--- src/rtl/sdma_pkg.sv ---
package sdma_pkg;
  typedef enum logic {
    DIR_TO_SP   = 1'b0,
    DIR_FROM_SP = 1'b1
  } sdma_dir_e;

  localparam int ALIGN_BITS = 3;
endpackage

--- src/rtl/sdma_seq.sv ---
module sdma_seq
  import sdma_pkg::*;
#(
  parameter int OFF_W   = 12,
  parameter int DADDR_W = 24,
  parameter int LEN_W   = 12,
  parameter int CNT_W   = 8,
  parameter int SKIP_W  = 12
) (
  input  logic               clk,
  input  logic               rst_n,
  input  logic               start,
  input  sdma_dir_e          start_dir,
  input  logic [OFF_W:0]     sh_loc,
  input  logic [DADDR_W-1:0] sh_dram,
  input  logic [LEN_W-1:0]   len_f,
  input  logic [CNT_W-1:0]   cnt_f,
  input  logic [SKIP_W-1:0]  skip_f,
  input  logic               beat_ready,
  output logic               busy,
  output logic               done,
  output logic               accept,
  output logic               beat,
  output sdma_dir_e          dir,
  output logic               bank,
  output logic [OFF_W-1:0]   loc_ptr,
  output logic [DADDR_W-1:0] dram_ptr
);
  localparam int A = ALIGN_BITS;

  logic [LEN_W-1:0]   idx_q, last_idx_q;
  logic [CNT_W-1:0]   rows_left_q;
  logic [SKIP_W-1:0]  skip_q;
  logic               row_end, last_beat;
  logic [DADDR_W-1:0] dram_step;

  assign accept    = start & ~busy;
  assign beat      = busy & beat_ready;
  assign row_end   = (idx_q == last_idx_q);
  assign last_beat = beat & row_end & (rows_left_q == '0);

  // gap only between rows, never after the final one
  always_comb begin
    dram_step = dram_ptr + DADDR_W'(1);
    if (row_end && rows_left_q != '0)
      dram_step = dram_step + DADDR_W'(skip_q);
  end

  always_ff @(posedge clk) begin
    if (!rst_n) begin
      busy        <= 1'b0;
      done        <= 1'b0;
      dir         <= DIR_TO_SP;
      bank        <= 1'b0;
      loc_ptr     <= '0;
      dram_ptr    <= '0;
      idx_q       <= '0;
      last_idx_q  <= '0;
      rows_left_q <= '0;
      skip_q      <= '0;
    end else begin
      done <= last_beat;
      if (accept) begin
        busy        <= 1'b1;
        dir         <= start_dir;
        bank        <= sh_loc[OFF_W];
        loc_ptr     <= {sh_loc[OFF_W-1:A], {A{1'b0}}};
        dram_ptr    <= {sh_dram[DADDR_W-1:A], {A{1'b0}}};
        idx_q       <= '0;
        last_idx_q  <= {len_f[LEN_W-1:A], {A{1'b1}}};
        rows_left_q <= cnt_f;
        skip_q      <= skip_f;
      end else if (beat) begin
        loc_ptr <= loc_ptr + OFF_W'(1);
        if (row_end) begin
          idx_q    <= '0;
          dram_ptr <= {dram_step[DADDR_W-1:A], {A{1'b0}}};
          if (rows_left_q == '0) busy <= 1'b0;
          else rows_left_q <= rows_left_q - CNT_W'(1);
        end else begin
          idx_q    <= idx_q + LEN_W'(1);
          dram_ptr <= dram_step;
        end
      end
    end
  end
endmodule

--- src/rtl/sdma_regs.sv ---
module sdma_regs #(
  parameter int OFF_W   = 12,
  parameter int DADDR_W = 24,
  parameter int LEN_W   = 12,
  parameter int CNT_W   = 8,
  parameter int SKIP_W  = 12,
  localparam int FIELD_W = LEN_W + CNT_W,
  localparam int CTRL_W  = FIELD_W + SKIP_W
) (
  input  logic               clk,
  input  logic               rst_n,
  input  logic [CTRL_W-1:0]  reg_wdata,
  input  logic               wr_loc,
  input  logic               wr_dram,
  input  logic               accept,
  input  logic               done,
  input  logic               fin_bank,
  input  logic [OFF_W-1:0]   fin_loc,
  input  logic [DADDR_W-1:0] fin_dram,
  output logic [OFF_W:0]     sh_loc,
  output logic [DADDR_W-1:0] sh_dram,
  output logic [OFF_W:0]     rd_loc,
  output logic [DADDR_W-1:0] rd_dram,
  output logic [CTRL_W-1:0]  rd_ctrl
);
  localparam logic [FIELD_W-1:0] DONE_LOW = FIELD_W'((1 << LEN_W) - 8);

  always_ff @(posedge clk) begin
    if (!rst_n) begin
      sh_loc  <= '0;
      sh_dram <= '0;
      rd_loc  <= '0;
      rd_dram <= '0;
      rd_ctrl <= '0;
    end else begin
      if (wr_loc)  sh_loc  <= reg_wdata[OFF_W:0];
      if (wr_dram) sh_dram <= reg_wdata[DADDR_W-1:0];
      if (accept) rd_ctrl <= reg_wdata;
      else if (done) rd_ctrl <= {rd_ctrl[CTRL_W-1:FIELD_W], DONE_LOW};
      if (done) begin
        rd_loc  <= {fin_bank, fin_loc};
        rd_dram <= fin_dram;
      end
    end
  end
endmodule

--- src/rtl/sdma_engine.sv ---
module sdma_engine
  import sdma_pkg::*;
#(
  parameter int OFF_W   = 12,
  parameter int DADDR_W = 24,
  parameter int LEN_W   = 12,
  parameter int CNT_W   = 8,
  parameter int SKIP_W  = 12,
  localparam int CTRL_W = LEN_W + CNT_W + SKIP_W
) (
  input  logic               clk,
  input  logic               rst_n,
  input  logic [CTRL_W-1:0]  reg_wdata,
  input  logic               wr_loc,
  input  logic               wr_dram,
  input  logic               start_rd,
  input  logic               start_wr,
  output logic               busy,
  output logic               done,
  output logic               beat_valid,
  input  logic               beat_ready,
  output logic               sp_bank,
  output logic [OFF_W-1:0]   sp_addr,
  output logic               sp_we,
  output logic [7:0]         sp_wdata,
  input  logic [7:0]         sp_rdata,
  output logic [DADDR_W-1:0] dram_addr,
  output logic               dram_we,
  output logic [7:0]         dram_wdata,
  input  logic [7:0]         dram_rdata,
  output logic [OFF_W:0]     rd_loc,
  output logic [DADDR_W-1:0] rd_dram,
  output logic [CTRL_W-1:0]  rd_ctrl
);
  logic [OFF_W:0]     sh_loc;
  logic [DADDR_W-1:0] sh_dram;
  logic               accept, beat;
  sdma_dir_e          start_dir, dir;

  assign start_dir = start_rd ? DIR_TO_SP : DIR_FROM_SP;

  sdma_seq #(
    .OFF_W(OFF_W), .DADDR_W(DADDR_W), .LEN_W(LEN_W), .CNT_W(CNT_W), .SKIP_W(SKIP_W)
  ) u_seq (
    .clk       (clk),
    .rst_n     (rst_n),
    .start     (start_rd | start_wr),
    .start_dir (start_dir),
    .sh_loc    (sh_loc),
    .sh_dram   (sh_dram),
    .len_f     (reg_wdata[LEN_W-1:0]),
    .cnt_f     (reg_wdata[LEN_W+CNT_W-1:LEN_W]),
    .skip_f    (reg_wdata[CTRL_W-1:LEN_W+CNT_W]),
    .beat_ready(beat_ready),
    .busy      (busy),
    .done      (done),
    .accept    (accept),
    .beat      (beat),
    .dir       (dir),
    .bank      (sp_bank),
    .loc_ptr   (sp_addr),
    .dram_ptr  (dram_addr)
  );

  sdma_regs #(
    .OFF_W(OFF_W), .DADDR_W(DADDR_W), .LEN_W(LEN_W), .CNT_W(CNT_W), .SKIP_W(SKIP_W)
  ) u_regs (
    .clk      (clk),
    .rst_n    (rst_n),
    .reg_wdata(reg_wdata),
    .wr_loc   (wr_loc),
    .wr_dram  (wr_dram),
    .accept   (accept),
    .done     (done),
    .fin_bank (sp_bank),
    .fin_loc  (sp_addr),
    .fin_dram (dram_addr),
    .sh_loc   (sh_loc),
    .sh_dram  (sh_dram),
    .rd_loc   (rd_loc),
    .rd_dram  (rd_dram),
    .rd_ctrl  (rd_ctrl)
  );

  assign beat_valid = busy;
  assign sp_we      = beat & (dir == DIR_TO_SP);
  assign dram_we    = beat & (dir == DIR_FROM_SP);
  assign sp_wdata   = dram_rdata;
  assign dram_wdata = sp_rdata;
endmodule

--- config.mk ---
export PLATFORM = sky130hd
export DESIGN_NAME = sdma_engine
export DESIGN_NICKNAME = d
export VERILOG_FILES = /design/src/rtl/sdma_pkg.sv /design/src/rtl/sdma_seq.sv /design/src/rtl/sdma_regs.sv /design/src/rtl/sdma_engine.sv
export SDC_FILE = /design/constraint.sdc
export NUM_CORES = 1
export LEC_CHECK = 0
export ABC_CLOCK_PERIOD_IN_PS = 2600
export BUFFER_PORTS_ARGS = -buffer_cell sky130_fd_sc_hd__clkbuf_2
export CAP_MARGIN = 20
export CELL_PAD_IN_SITES_DETAIL_PLACEMENT = 0
export CELL_PAD_IN_SITES_GLOBAL_PLACEMENT = 1
export CORE_MARGIN = 3
export CORE_UTILIZATION = 37
export DETAILED_ROUTE_END_ITERATION = 16
export PLACE_DENSITY_LB_ADDON = 0.15
export SLEW_MARGIN = 20
export SYNTH_ARGS = -nofsm -noshare
export SYNTH_HDL_FRONTEND = slang
export SYNTH_SLANG_ARGS = --single-unit
export TNS_END_PERCENT = 100
--- constraint.sdc ---
create_clock -name clk -period 2.6 [get_ports clk]
set_input_delay 0.26 -clock clk [delete_from_list [all_inputs] [get_ports clk]]
set_output_delay 0.26 -clock clk [all_outputs]
set_load 0.05 [all_outputs]
## Word level (Yosys, flattened, before mapping)

Cells that the tools add are included.

| word-level totals | value |
|---|---|
| bits in registers | 190 |
| input bits | 55 |
| output and inout bits | 127 |
| logic and storage cells | 63 |

| cells by class | value |
|---|---|
| $add $sub $neg | 5 |
| equal/unequal tests | 2 |
| mux-type cells | 18 |
| bitwise gates (word level) | 10 |
| reductions and logical operators | 10 |

Operators with widths:

| kind | number |
|---|---|
| two-way mux 24 bit | 3 |
| two-way mux 12 bit | 3 |
| two-way mux 32 bit | 1 |
| two-way mux 8 bit | 4 |
| adder 12 x 1 -> 12 bit, second input constant | 2 |
| adder 24 x 1 -> 24 bit, second input constant | 1 |
| adder 24 x 12 -> 24 bit | 1 |
| two-way mux 20 bit | 1 |
| equality test 12 bit | 1 |
| logical NOT 8 bit | 1 |
| nonzero test 2 bit | 4 |
| nonzero test 8 bit | 1 |
| subtractor 8 x 1 -> 8 bit, second input constant | 1 |
| AND 1 bit | 6 |
| AND reduction 3 bit | 2 |
| two-way mux 1 bit | 5 |
| two-way mux 3 bit | 1 |
| NOT 1 bit | 3 |
| != test 2 bit, second input constant | 1 |
| OR reduction 2 bit | 1 |
| logical AND 1 bit | 1 |
| bitwise OR 1 bit | 1 |

## Depth between registers and ports, before layout

Gate-level depths: netlist of the first run.

| logic depth | value |
|---|---|
| depth after elaboration | 6 |
| mapped depth | 13 |
| depth with buffers taken out | 13 |

## Hierarchy

Synthesis of the first run repeated with hierarchy kept, for this count alone.

| unflattened totals | value |
|---|---|
| cell total of the unflattened synthesis | 1011 |
| area, all modules | 9136.3 um2 |

Modules (own cells, without submodules):

| module | instances | cells an instance | area an instance (um2) | sequential area each (um2) |
|---|---|---|---|---|
| sdma_seq | 1 | 642 | 4992.3 | 1641.6 |
| sdma_regs | 1 | 348 | 3993.8 | 2122.0 |
| sdma_engine | 1 | 21 | 150.1 | 0.0 |

## Worst setup path after synthesis of the first run

OpenSTA, ideal clock, no wires.

| timing path | value |
|---|---|
| path kind | reg2reg |
| start point | reg u_seq.dram_ptr[0] |
| end point | reg u_seq.dram_ptr[19] |
| setup time | 0.079 ns |
| arrival | 3.236 ns |
| required time | 2.521 ns |
| setup slack | -0.715 ns |
| cell stages (with the launch flop) | 13 |
| period minus slack after synthesis | 3.315 ns |
| cell sequence | dfxtp_1 > ha_1 > nand3_2 > nor2_1 > nand2_1 > xnor2_1 > ha_1 > and3_1 > nand3_1 > nand4b_1 > a31oi_1 > or4_1 > o211ai_1 |

| between the ends | value |
|---|---|
| word-level cells in the longest chain between the ends | 5 |

RTL lines:

| item | line | text |
|---|---|---|
| from (decl) | sdma_seq.sv:27 | `output logic [DADDR_W-1:0] dram_ptr` |
| from (signal assigned) | sdma_seq.sv:68 | `dram_ptr <= {sh_dram[DADDR_W-1:A], {A{1'b0}}};` |
| from (signal assigned) | sdma_seq.sv:77 | `dram_ptr <= {dram_step[DADDR_W-1:A], {A{1'b0}}};` |
| from (signal assigned) | sdma_seq.sv:82 | `dram_ptr <= dram_step;` |
| adder 24 x 1 -> 24 bit (*) | sdma_seq.sv:44 | `dram_step = dram_ptr + DADDR_W'(1);` |
| adder 24 x 12 -> 24 bit | sdma_seq.sv:46 | `dram_step = dram_step + DADDR_W'(skip_q);` |
| two-way mux 24 bit (*) | sdma_seq.sv:45 | `if (row_end && rows_left_q != '0)` |
| two-way mux 24 bit (*) | sdma_seq.sv:73 | `end else if (beat) begin` |
| two-way mux 24 bit (*) | sdma_seq.sv:63 | `if (accept) begin` |

Mark *: on every way between the ends. The rest lies on a longest branch, timed or not. The select of a mux whose other input is x is not followed.
A chain may end at the register's enable or synchronous reset.

## Worst setup path in the final report of the first run

| timing path | value |
|---|---|
| start point | reg u_seq.dram_ptr[1] |
| end point | reg u_seq.dram_ptr[19] |

The elaborated chain is that of the path after synthesis.

==> results.sh, run 1 <==
export IMPL_outcome="finished, violations left"
export IMPL_violations="negative setup slack"
export IMPL_start_kind="register"
export IMPL_synth_nets=1077
export IMPL_synth_seq_cells=182
export IMPL_rsz0062_at_grt="true"
export IMPL_clkTransAtPathRegs_ps=80
export IMPL_syn_area_sq_um=8640
export IMPL_die_h_microns=159
export IMPL_p_int_mw=4.61
export IMPL_grt_max_degree=61
export IMPL_track_usage_pct=21.2
export IMPL_switchingPower_mw=2.19
export IMPL_first_pass_iters=5
export IMPL_synth_edf_count=0
export IMPL_power_density_nw_per_um2=601
export IMPL_wirelength_microns=27000
export IMPL_ys_top_cells_by_area="dfxtp_1, mux2i_1, a21oi_1"
export IMPL_overflow=0
export IMPL_diodes=0
export IMPL_clkSinkCount=182
export IMPL_drtIter0Drc=541
export IMPL_avgViaCountPerCell=5.11
export IMPL_grt_pass1_vias=7617
export IMPL_slew_headroom_pct=43.8
export IMPL_cp_required_ps=2970
export IMPL_vias=7825
export IMPL_swShare_pct=32.2
export IMPL_comb_power_share_pct=17.3
export IMPL_clockBufferDepth=2
export IMPL_power_clock_fraction_pct=38.1
export IMPL_clock_fmax_mhz=376
export IMPL_row_count=55
export IMPL_cts_buffers=17
export IMPL_gp_routability_congestion=0.887
export IMPL_critical_path_class="register to register"
export IMPL_antenna_found_initial=0
export IMPL_synth_top_area_share_pct=42.2
export IMPL_area_growth_pct=31.0
export IMPL_drive_gt1_share_pct=31.1
export IMPL_avgSynthCellArea_sq_um=8.62
export IMPL_ant_nets=0
export IMPL_portBuffers=149
export IMPL_layout_cells_non_filler=1532
export IMPL_final_nets=1282
export IMPL_grt_pass1_wl_microns=43100
export IMPL_setup_tns_final_ps=-181
export IMPL_yosysSeqAreaShare_pct=42.2
export IMPL_yosysUniqueCellTypes=69
export IMPL_tightest_slew_ps=843
export IMPL_power_share_sequential_pct=44.6
export IMPL_postSynth_asyncResetShare_pct=0
export IMPL_cts_root_buf="clkbuf_16"
export IMPL_dp_cells=1481
export IMPL_core_area_sq_um=22800
export IMPL_stdcell_area_sq_um=11300
export IMPL_start_util_pct=37.9
export IMPL_finalCritPeriodShare_pct=102
export IMPL_maxCapViolCount=0
export IMPL_dp_final_hpwl_microns=19000
export IMPL_cp_end_kind="register"
export IMPL_io_pins=182
export IMPL_yosysTopAreaCell="dfxtp_1"
export IMPL_final_hold_violation_count=0
export IMPL_ir_drop_uv=434
export IMPL_setup_ws_ps=-56.8
export IMPL_fin_skew_ps=10.4
export IMPL_placed_area_sq_um=10300
export IMPL_drc=0
export IMPL_setup_viol=6
export IMPL_r2r_slack_ps=-60
export IMPL_critical_path_max_fanout=5
export IMPL_maxSlewViolCount=0
export IMPL_cts_tree="done"
export IMPL_cellLeakagePower_nw=4.86
export IMPL_clk_latency_ps=450
export IMPL_ys_warn_count=0
export IMPL_netlist_instances=1002
export IMPL_htree_levels=4
export IMPL_period_needed_ps=2660
export IMPL_dieArea_sq_um=25200
export IMPL_hold_path_class="primary input to register"
export IMPL_synth_flop_cell="dfxtp_1"
export IMPL_dieWidth_microns=159
export IMPL_avgRoutedWirePerCell_microns=17.6
export IMPL_crit_arrival_ps=3030
-- through the flow --
stage / worst slack [ps] / power (mW) / hold slack [ps] / util (%)
CTS: -35.5 / 6.84 / 23.8 / 48.7
detailed placement: -89.1 / 4.20 / 447 / 45.2
global placement: -20.7 / 4.19 / 441 / 45.2
finish: -56.8 / 6.80 / 40.5 / 49.7
floorplan: -101 / 3.87 / 361 / -
global route: -205 / 7.09 / 40.5 / 49.7
-- power by group through the flow --
stage	sequential, mW	combinational [mW]	clock [mW]
floorplan	3.29	0.578	0
global placement	3.09	1.10	0
detailed placement	3.09	1.10	0
CTS	3.03	1.14	2.66
global route	3.05	1.27	2.77
finish	3.04	1.17	2.59
-- cells in the final DEF (no fill, tap or decap), types with 13 or more instances in the layout --
master and n:
mux2i_1 73, dfxtp_1 164, ha_1 14, a22oi_1 15, nand3_1 21, clkbuf_2 149
clkbuf_16 17, nor3_1 13, xor2_1 29, o21ai_0 26, a21oi_1 92, nor2_1 119
buf_4 114, and3_1 15, xnor2_1 21, nand2_1 115
-- cell type report --
cell class	instances	area, sq um
clock buffer	17	425
clock inverter	14	156
fill	2233	11500
inverter	10	40.0
multi-input combinational	729	4960
sequential	182	3680
tap	313	392
timing repair buffer	267	1660
-- cells by family (layout without fill, tap and decap cells) --
logic type,after synthesis,count (layout),share of synthesized area [%]
compound gates,208,208,14.7
buf+inv,91,308,4.97
xor+xnor,59,59,6.16
simple gates,369,369,20.7
fa+ha+maj,20,20,2.90
mux,73,73,8.46
flops,182,182,42.2
-- metal layers --
layer / GRT usage [%] / vias to the layer above / wire length [microns]
li1: - / 3915 / -
met1: 29.9 / 3716 / 13100
met2: 34.0 / 167 / 12600
met3: 3.70 / 27 / 999
met4: 4.66 / 0 / 354
met5: 0 / - / 0
-- worst max-delay path: stages, from the launching register on --
cell	delay, ps
dfxtp_4	390
nand4_4	170
nor2_4	180
xor2_2	90
ha_1	330
and3_4	220
and3_4	200
nand3_4	80
nand4b_1	150
a31oi_4	130
or4_1	480
o211ai_1	160
-- cells in the mapped netlist (6+ instances only) --
cell type	n
mux2i_1	73
and2_1	7
and3_1	17
nand2_1	116
buf_4	20
a21oi_1	100
nand4_1	11
xor2_1	32
o21ai_0	28
nor2_1	123
a22oi_1	15
ha_1	20
xnor2_1	25
inv_1	10
nand3b_1	10
o21a_1	6
clkbuf_1	51
nor3_1	17
a31oi_1	14
dfxtp_1	182
nand3_1	24
-- worst paths after layout --
check                        to  depth (start not counted)               start
min           u_regs.rd_ctrl[1]                          3        reg_wdata[1]
max          u_seq.dram_ptr[19]                         11   u_seq.dram_ptr[1]
max reg2reg  u_seq.dram_ptr[19]                         11   u_seq.dram_ptr[1]
min reg2reg  u_regs.rd_ctrl[20]                          2  u_regs.rd_ctrl[20]
-- registers in the layout (all words and copies together) (netlist names), 8 cells and up --
register / flops
u_seq.dram_ptr: 24
u_seq.idx_q: 12
u_seq.loc_ptr: 12
u_regs.rd_ctrl: 32
u_seq.last_idx_q: 10
u_regs.sh_dram: 21
u_regs.sh_loc: 10
u_regs.rd_dram: 24
u_seq.rows_left_q: 8
u_regs.rd_loc: 13
u_seq.skip_q: 12
-- timing repair --
item | 4_1_cts | 5_1_grt
setup endpoints to repair | 12 | 22
hold buffers | 0 | 0
buffers inserted | 14 | 6
pin swaps | 8 | 9
gates resized for setup | 21 | 31
No activity file was read; power rests on OpenSTA's default activity.
==> inputs of run 2 (changes only) <==
--- a/config.mk
+++ b/config.mk
@@ -6,13 +6,13 @@
 export NUM_CORES = 1
 export LEC_CHECK = 0
 export ABC_CLOCK_PERIOD_IN_PS = 2600
-export BUFFER_PORTS_ARGS = -buffer_cell sky130_fd_sc_hd__clkbuf_2
 export CAP_MARGIN = 20
 export CELL_PAD_IN_SITES_DETAIL_PLACEMENT = 0
 export CELL_PAD_IN_SITES_GLOBAL_PLACEMENT = 1
 export CORE_MARGIN = 3
-export CORE_UTILIZATION = 37
+export CORE_UTILIZATION = 43
 export DETAILED_ROUTE_END_ITERATION = 16
+export DONT_BUFFER_PORTS = 1
 export PLACE_DENSITY_LB_ADDON = 0.15
 export SLEW_MARGIN = 20
 export SYNTH_ARGS = -nofsm -noshare
==> results.sh, run 2 (synthesis results as in run 1) <==
export IMPL_outcome="finished, violations left"
export IMPL_violations="negative setup slack"
export IMPL_grt_max_degree=119
export IMPL_ff2ff_path_depth=11
export IMPL_largestRegisters="u_regs.rd_ctrl: 32 flops, u_regs.rd_dram: 24 flops, u_seq.dram_ptr: 24 flops"
export IMPL_portBuffers=0
export IMPL_hold_path_class="primary input to register"
export IMPL_cpMostUsedCell="and3_4"
export IMPL_grt_pass1_vias=7127
export IMPL_slew_headroom_pct=55.6
export IMPL_wirelength_microns=25700
export IMPL_tightest_slew_ps=666
export IMPL_final_nets=1169
export IMPL_clockBufferDepth=2
export IMPL_layout_common_cells="dfxtp_1, nor2_1, nand2_1"
export IMPL_vias=7477
export IMPL_start_util_pct=44.1
export IMPL_cts_root_buf="clkbuf_16"
export IMPL_cellLeakagePower_nw=4.33
export IMPL_overflow=0
export IMPL_startpoint="u_seq.dram_ptr[2]"
export IMPL_critical_path_max_fanout=5
export IMPL_seq_area_sq_um=3690
export IMPL_ir_drop_uv=519
export IMPL_cts_buffers=17
export IMPL_avgRoutedWirePerCell_microns=18.7
export IMPL_holdCritStartpoint="beat_ready"
export IMPL_ant_nets=0
export IMPL_clock_fmax_mhz=381
export IMPL_drc=0
export IMPL_clk_latency_ps=450
export IMPL_crit_path_top_delay_cell="or4_1"
export IMPL_top_register="u_regs.rd_ctrl"
export IMPL_layout_cells_non_filler=1374
export IMPL_period_needed_ps=2630
export IMPL_critical_path_class="register to register"
export IMPL_drtIter0Drc=488
export IMPL_io_pins=182
export IMPL_cp_required_ps=2970
export IMPL_track_usage_pct=23.2
export IMPL_core_area_sq_um=19600
export IMPL_cpPeakStageDelay_ps=420
export IMPL_row_count=51
export IMPL_multiInputGateArea_sq_um=4980
export IMPL_dieArea_sq_um=21800
export IMPL_finalCritPeriodShare_pct=101
export IMPL_gp_routability_congestion=0.890
export IMPL_avgViaCountPerCell=5.44
export IMPL_clkSinkCount=182
export IMPL_dp_final_hpwl_microns=17400
export IMPL_grt_pass1_wl_microns=40200
export IMPL_final_common_cell="dfxtp_1"
export IMPL_final_hold_violation_count=0
export IMPL_largest_register_ffs=32
export IMPL_maxSlewViolCount=0
export IMPL_htree_levels=4
export IMPL_setup_viol=2
export IMPL_first_pass_iters=5
export IMPL_rsz0062_at_grt="true"
export IMPL_die_h_microns=148
export IMPL_reg2reg_from="u_seq.dram_ptr[2]"
export IMPL_dp_cells=1282
export IMPL_start_kind="register"
export IMPL_dieWidth_microns=148
export IMPL_fin_skew_ps=17.3
export IMPL_clkTransAtPathRegs_ps=80
export IMPL_power_density_nw_per_um2=621
export IMPL_crit_arrival_ps=3000
export IMPL_setup_ws_ps=-26.3
export IMPL_crit_path_cell_trace="nand4_4, nor2_4, xor2_4, ha_4, and3_4, and3_4, nand3_4, nand4b_1, a31oi_4, or4_1, o211ai_1"
export IMPL_fillCellCount=1834
export IMPL_hold_depth=3
export IMPL_maxCapViolCount=0
export IMPL_area_growth_pct=26.6
export IMPL_cp_end_kind="register"
export IMPL_drive_gt1_share_pct=20.5
export IMPL_antenna_found_initial=2
export IMPL_total_power_mw=6.78
export IMPL_cts_tree="done"
==> run 2: cell types whose count changed in the layout (fill, tap and decap cells not counted), sizes merged <==
| cell | change |
|---|---|
| inv | -3 |
| diode | +2 |
| dlygate4sd3 | +43 |
| bufinv | +1 |
| clkbuf | -147 |
| clkinv | +1 |
| buf | -7 |
==> run 2: critical path: cells and delay by family, from the launching register on <==
family,cells,cell delay [ps]
AOI/OAI and AO/OA,2,290
xor gates and xnor gates,1,120
adders and majority gates,1,300
DFF,1,400
and+or+nand+nor,7,1450
==> run 2: per-layer routing <==
| metal | track usage, % | vias up | wire (microns) |
|---|---|---|---|
| met1 | 31.8 | 3563 | 12100 |
| met5 | 0 | - | 0 |
| met3 | 5.33 | 41 | 1120 |
| met2 | 36.4 | 181 | 11900 |
| met4 | 7.55 | 0 | 579 |
| li1 | - | 3692 | - |
==> run 2: timing repair <==
action	4_1_cts	5_1_grt
cloned	0	0
pin swaps	15	32
resized for setup	10	48
endpoints found under the setup margin	8	21
setup buffers	6	8
hold endpoints to repair	89	0
hold buffers	44	0
==> run 2: power breakdown <==
group	switching [mW]	internal, mW
clock	1.23	1.40
sequential	0.260	2.91
combinational	0.595	0.380
==> run 2: area by class of cell <==
cell class	count	area share, %
multi-input combinational	729	45.5
sequential	182	33.7
timing repair buffer	154	11.8
clock buffer	19	4.05
tap	265	3.03
clock inverter	13	1.45
inverter	10	0.366
antenna	2	0.0458
==> run 2: worst paths after layout <==
path / endpoint / slack (ps)
setup / recovery: u_seq.dram_ptr[19] / -30
hold / removal: u_seq.busy / 10
setup reg to reg: u_seq.dram_ptr[19] / -30
hold reg to reg: u_seq.bank / 460
==> run 2: through the flow <==
stage | TNS (ps) | cell area, sq um | setup slack [ps] | hold WS (ps) | utilization, %
global route | -1410 | 10900 | -149 | 17.2 | 55.8
detailed placement | -210 | 9460 | -75.4 | 367 | 48.3
global placement | -1.88 | 9460 | -1.88 | 372 | 48.3
finish | -43.2 | 10900 | -26.3 | 12.5 | 55.8
floorplan | -292 | 8770 | -101 | 361 | -
CTS | -170 | 10600 | -33.2 | 0.706 | 54.2
==> inputs of run 3 (changes only) <==
--- a/config.mk
+++ b/config.mk
@@ -14,6 +14,7 @@
 export DETAILED_ROUTE_END_ITERATION = 16
 export DONT_BUFFER_PORTS = 1
 export PLACE_DENSITY_LB_ADDON = 0.15
+export SETUP_SLACK_MARGIN = 0.2
 export SLEW_MARGIN = 20
 export SYNTH_ARGS = -nofsm -noshare
 export SYNTH_HDL_FRONTEND = slang
==> results.sh, run 3 (synthesis results as in run 1) <==
export IMPL_diodes=0
export IMPL_dieArea_sq_um=21800
export IMPL_clockBufferDepth=2
export IMPL_cts_root_buf="clkbuf_16"
export IMPL_die_h_microns=148
export IMPL_tightest_slew_ps=716
export IMPL_outcome="finished, violations left"
export IMPL_dieWidth_microns=148
export IMPL_start_util_pct=44.1
export IMPL_drive_gt1_share_pct=25.1
export IMPL_portBuffers=0
export IMPL_clk_latency_ps=440
export IMPL_avgViaCountPerCell=5.48
export IMPL_final_hold_violation_count=0
export IMPL_violations="negative setup slack"
export IMPL_clkSinkCount=182
export IMPL_p_int_mw=4.76
export IMPL_antenna_found_initial=0
export IMPL_setup_tns_final_ps=-184
export IMPL_cts_buffers=17
export IMPL_period_needed_ps=2660
export IMPL_layout_cells_non_filler=1392
export IMPL_place_ws_ps=-100
export IMPL_vias=7628
export IMPL_maxSlewViolCount=0
export IMPL_cp_required_ps=2980
export IMPL_dp_final_hpwl_microns=17500
export IMPL_setup_ws_ps=-56.8
export IMPL_wirelength_microns=26200
export IMPL_overflow=0
export IMPL_gp_routability_congestion=0.921
export IMPL_power_clock_fraction_pct=38.1
export IMPL_critical_path_max_fanout=6
export IMPL_crit_arrival_ps=3030
export IMPL_top_register="u_regs.rd_ctrl"
export IMPL_largestRegisters="u_regs.rd_ctrl: 32 flops, u_regs.rd_dram: 24 flops, u_seq.dram_ptr: 24 flops"
export IMPL_grt_pass1_wl_microns=40700
export IMPL_area_growth_pct=31.4
export IMPL_fin_skew_ps=12.9
export IMPL_maxCapViolCount=0
export IMPL_final_common_cell="dfxtp_1"
export IMPL_holdWs_ps=9.07
export IMPL_power_share_sequential_pct=46.5
export IMPL_grt_max_degree=155
export IMPL_row_count=51
export IMPL_htree_levels=4
export IMPL_cellLeakagePower_nw=4.57
export IMPL_slew_headroom_pct=52.3
export IMPL_largest_register_ffs=32
export IMPL_clock_fmax_mhz=376
export IMPL_dp_cells=1286
export IMPL_rsz0062_at_grt="true"
export IMPL_ir_drop_uv=476
export IMPL_cpPeakStageDelay_ps=400
export IMPL_ant_nets=0
export IMPL_layout_common_cells="dfxtp_1, buf_4, nor2_1"
export IMPL_cpMostUsedCell="ha_4"
export IMPL_io_pins=182
export IMPL_cts_tree="done"
export IMPL_core_area_sq_um=19600
export IMPL_swShare_pct=30.5
export IMPL_crit_path_cell_trace="ha_4, nand3_4, nor2_4, and4_4, xor2_4, ha_4, o21ai_2, nand2b_1, a21o_1, o211ai_1, buf_4, or4_1, nand3_1"
export IMPL_grt_pass1_vias=7457
export IMPL_crit_path_top_delay_cell="or4_1"
export IMPL_avgRoutedWirePerCell_microns=18.8
export IMPL_critical_path_class="register to register"
export IMPL_start_kind="register"
export IMPL_hold_path_class="primary input to register"
export IMPL_track_usage_pct=23.4
export IMPL_comb_power_share_pct=15.5
export IMPL_switchingPower_mw=2.09
export IMPL_setup_viol=7
export IMPL_cp_end_kind="register"
export IMPL_drtIter0Drc=435
export IMPL_finalCritPeriodShare_pct=102
export IMPL_total_power_mw=6.84
export IMPL_final_nets=1189
export IMPL_first_pass_iters=4
export IMPL_drc=0
export IMPL_power_density_nw_per_um2=603
export IMPL_clkTransAtPathRegs_ps=80
[run 3: changes by cell type in the layout (fill, tap and decap cells not counted), sizes merged]
cell         delta
buf            +28
dlygate4sd3     -8
clkinv          -2
diode           -2
clkbuf          +1
clkinvlp        +1
[run 3: critical path: cells and delay by family, from the launching register on]
| family | cells | cell delay (ps) |
|---|---|---|
| and+or+nand+nor | 6 | 1190 |
| buffers and inverters | 1 | 170 |
| adders and majority gates | 2 | 450 |
| xor gates and xnor gates | 1 | 80 |
| DFF | 1 | 390 |
| AOI/OAI and AO/OA | 3 | 300 |
[run 3: worst paths after layout]
kind / startpoint / endpoint / slack, ps / cells past startpoint
worst max register to register: u_seq.dram_ptr[0] / u_seq.dram_ptr[17] / -60 / 13
worst max-delay path: u_seq.dram_ptr[0] / u_seq.dram_ptr[17] / -60 / 13
worst min register to register: u_regs.sh_loc[12] / u_seq.bank / 450 / 2
worst min-delay path: wr_dram / u_regs.sh_dram[10] / 9 / 2
[run 3: stage by stage]
| step | area [sq um] | utilization (%) |
|---|---|---|
| finish | 11400 | 57.9 |
| global route | 11400 | 57.9 |
| CTS | 11000 | 55.9 |
| detailed placement | 9540 | 48.7 |
| global placement | 9540 | 48.7 |
| floorplan | 8790 | - |
[run 3: metal layers]
metal / vias to the layer above / wire length (microns) / global-route usage [%]
met3: 36 / 1400 / 5.79
met5: - / 0 / 0
li1: 3730 / - / -
met2: 179 / 12500 / 37.9
met4: 0 / 489 / 7.64
met1: 3683 / 11800 / 30.7
[run 3: area by class of cell]
type                    instances  area [sq um]
fillers                      1765          8240
clock buffers                  20           458
well taps                     265           332
flip-flops and latches        182          3690
clock inverters                12           128
multi-input cells             729          5210
repair buffers                174          1490
inverters                      10          40.0
[run 3: power by group through the flow]
stage | registers [mW] | logic [mW] | clock network, mW
finish | 3.18 | 1.06 | 2.61
global route | 3.20 | 1.15 | 2.75
CTS | 3.18 | 0.979 | 2.66
detailed placement | 3.24 | 0.835 | 0
global placement | 3.24 | 0.832 | 0
floorplan | 3.29 | 0.580 | 0
[run 3: repair_timing]
item                                    CTS  global route
pin swaps                                58            48
endpoints found under the hold margin    93             0
endpoints found under the setup margin   24            27
buffers inserted                         27            11
resized for setup                        53            56
hold buffers                             36             0
gates cloned                              0             0
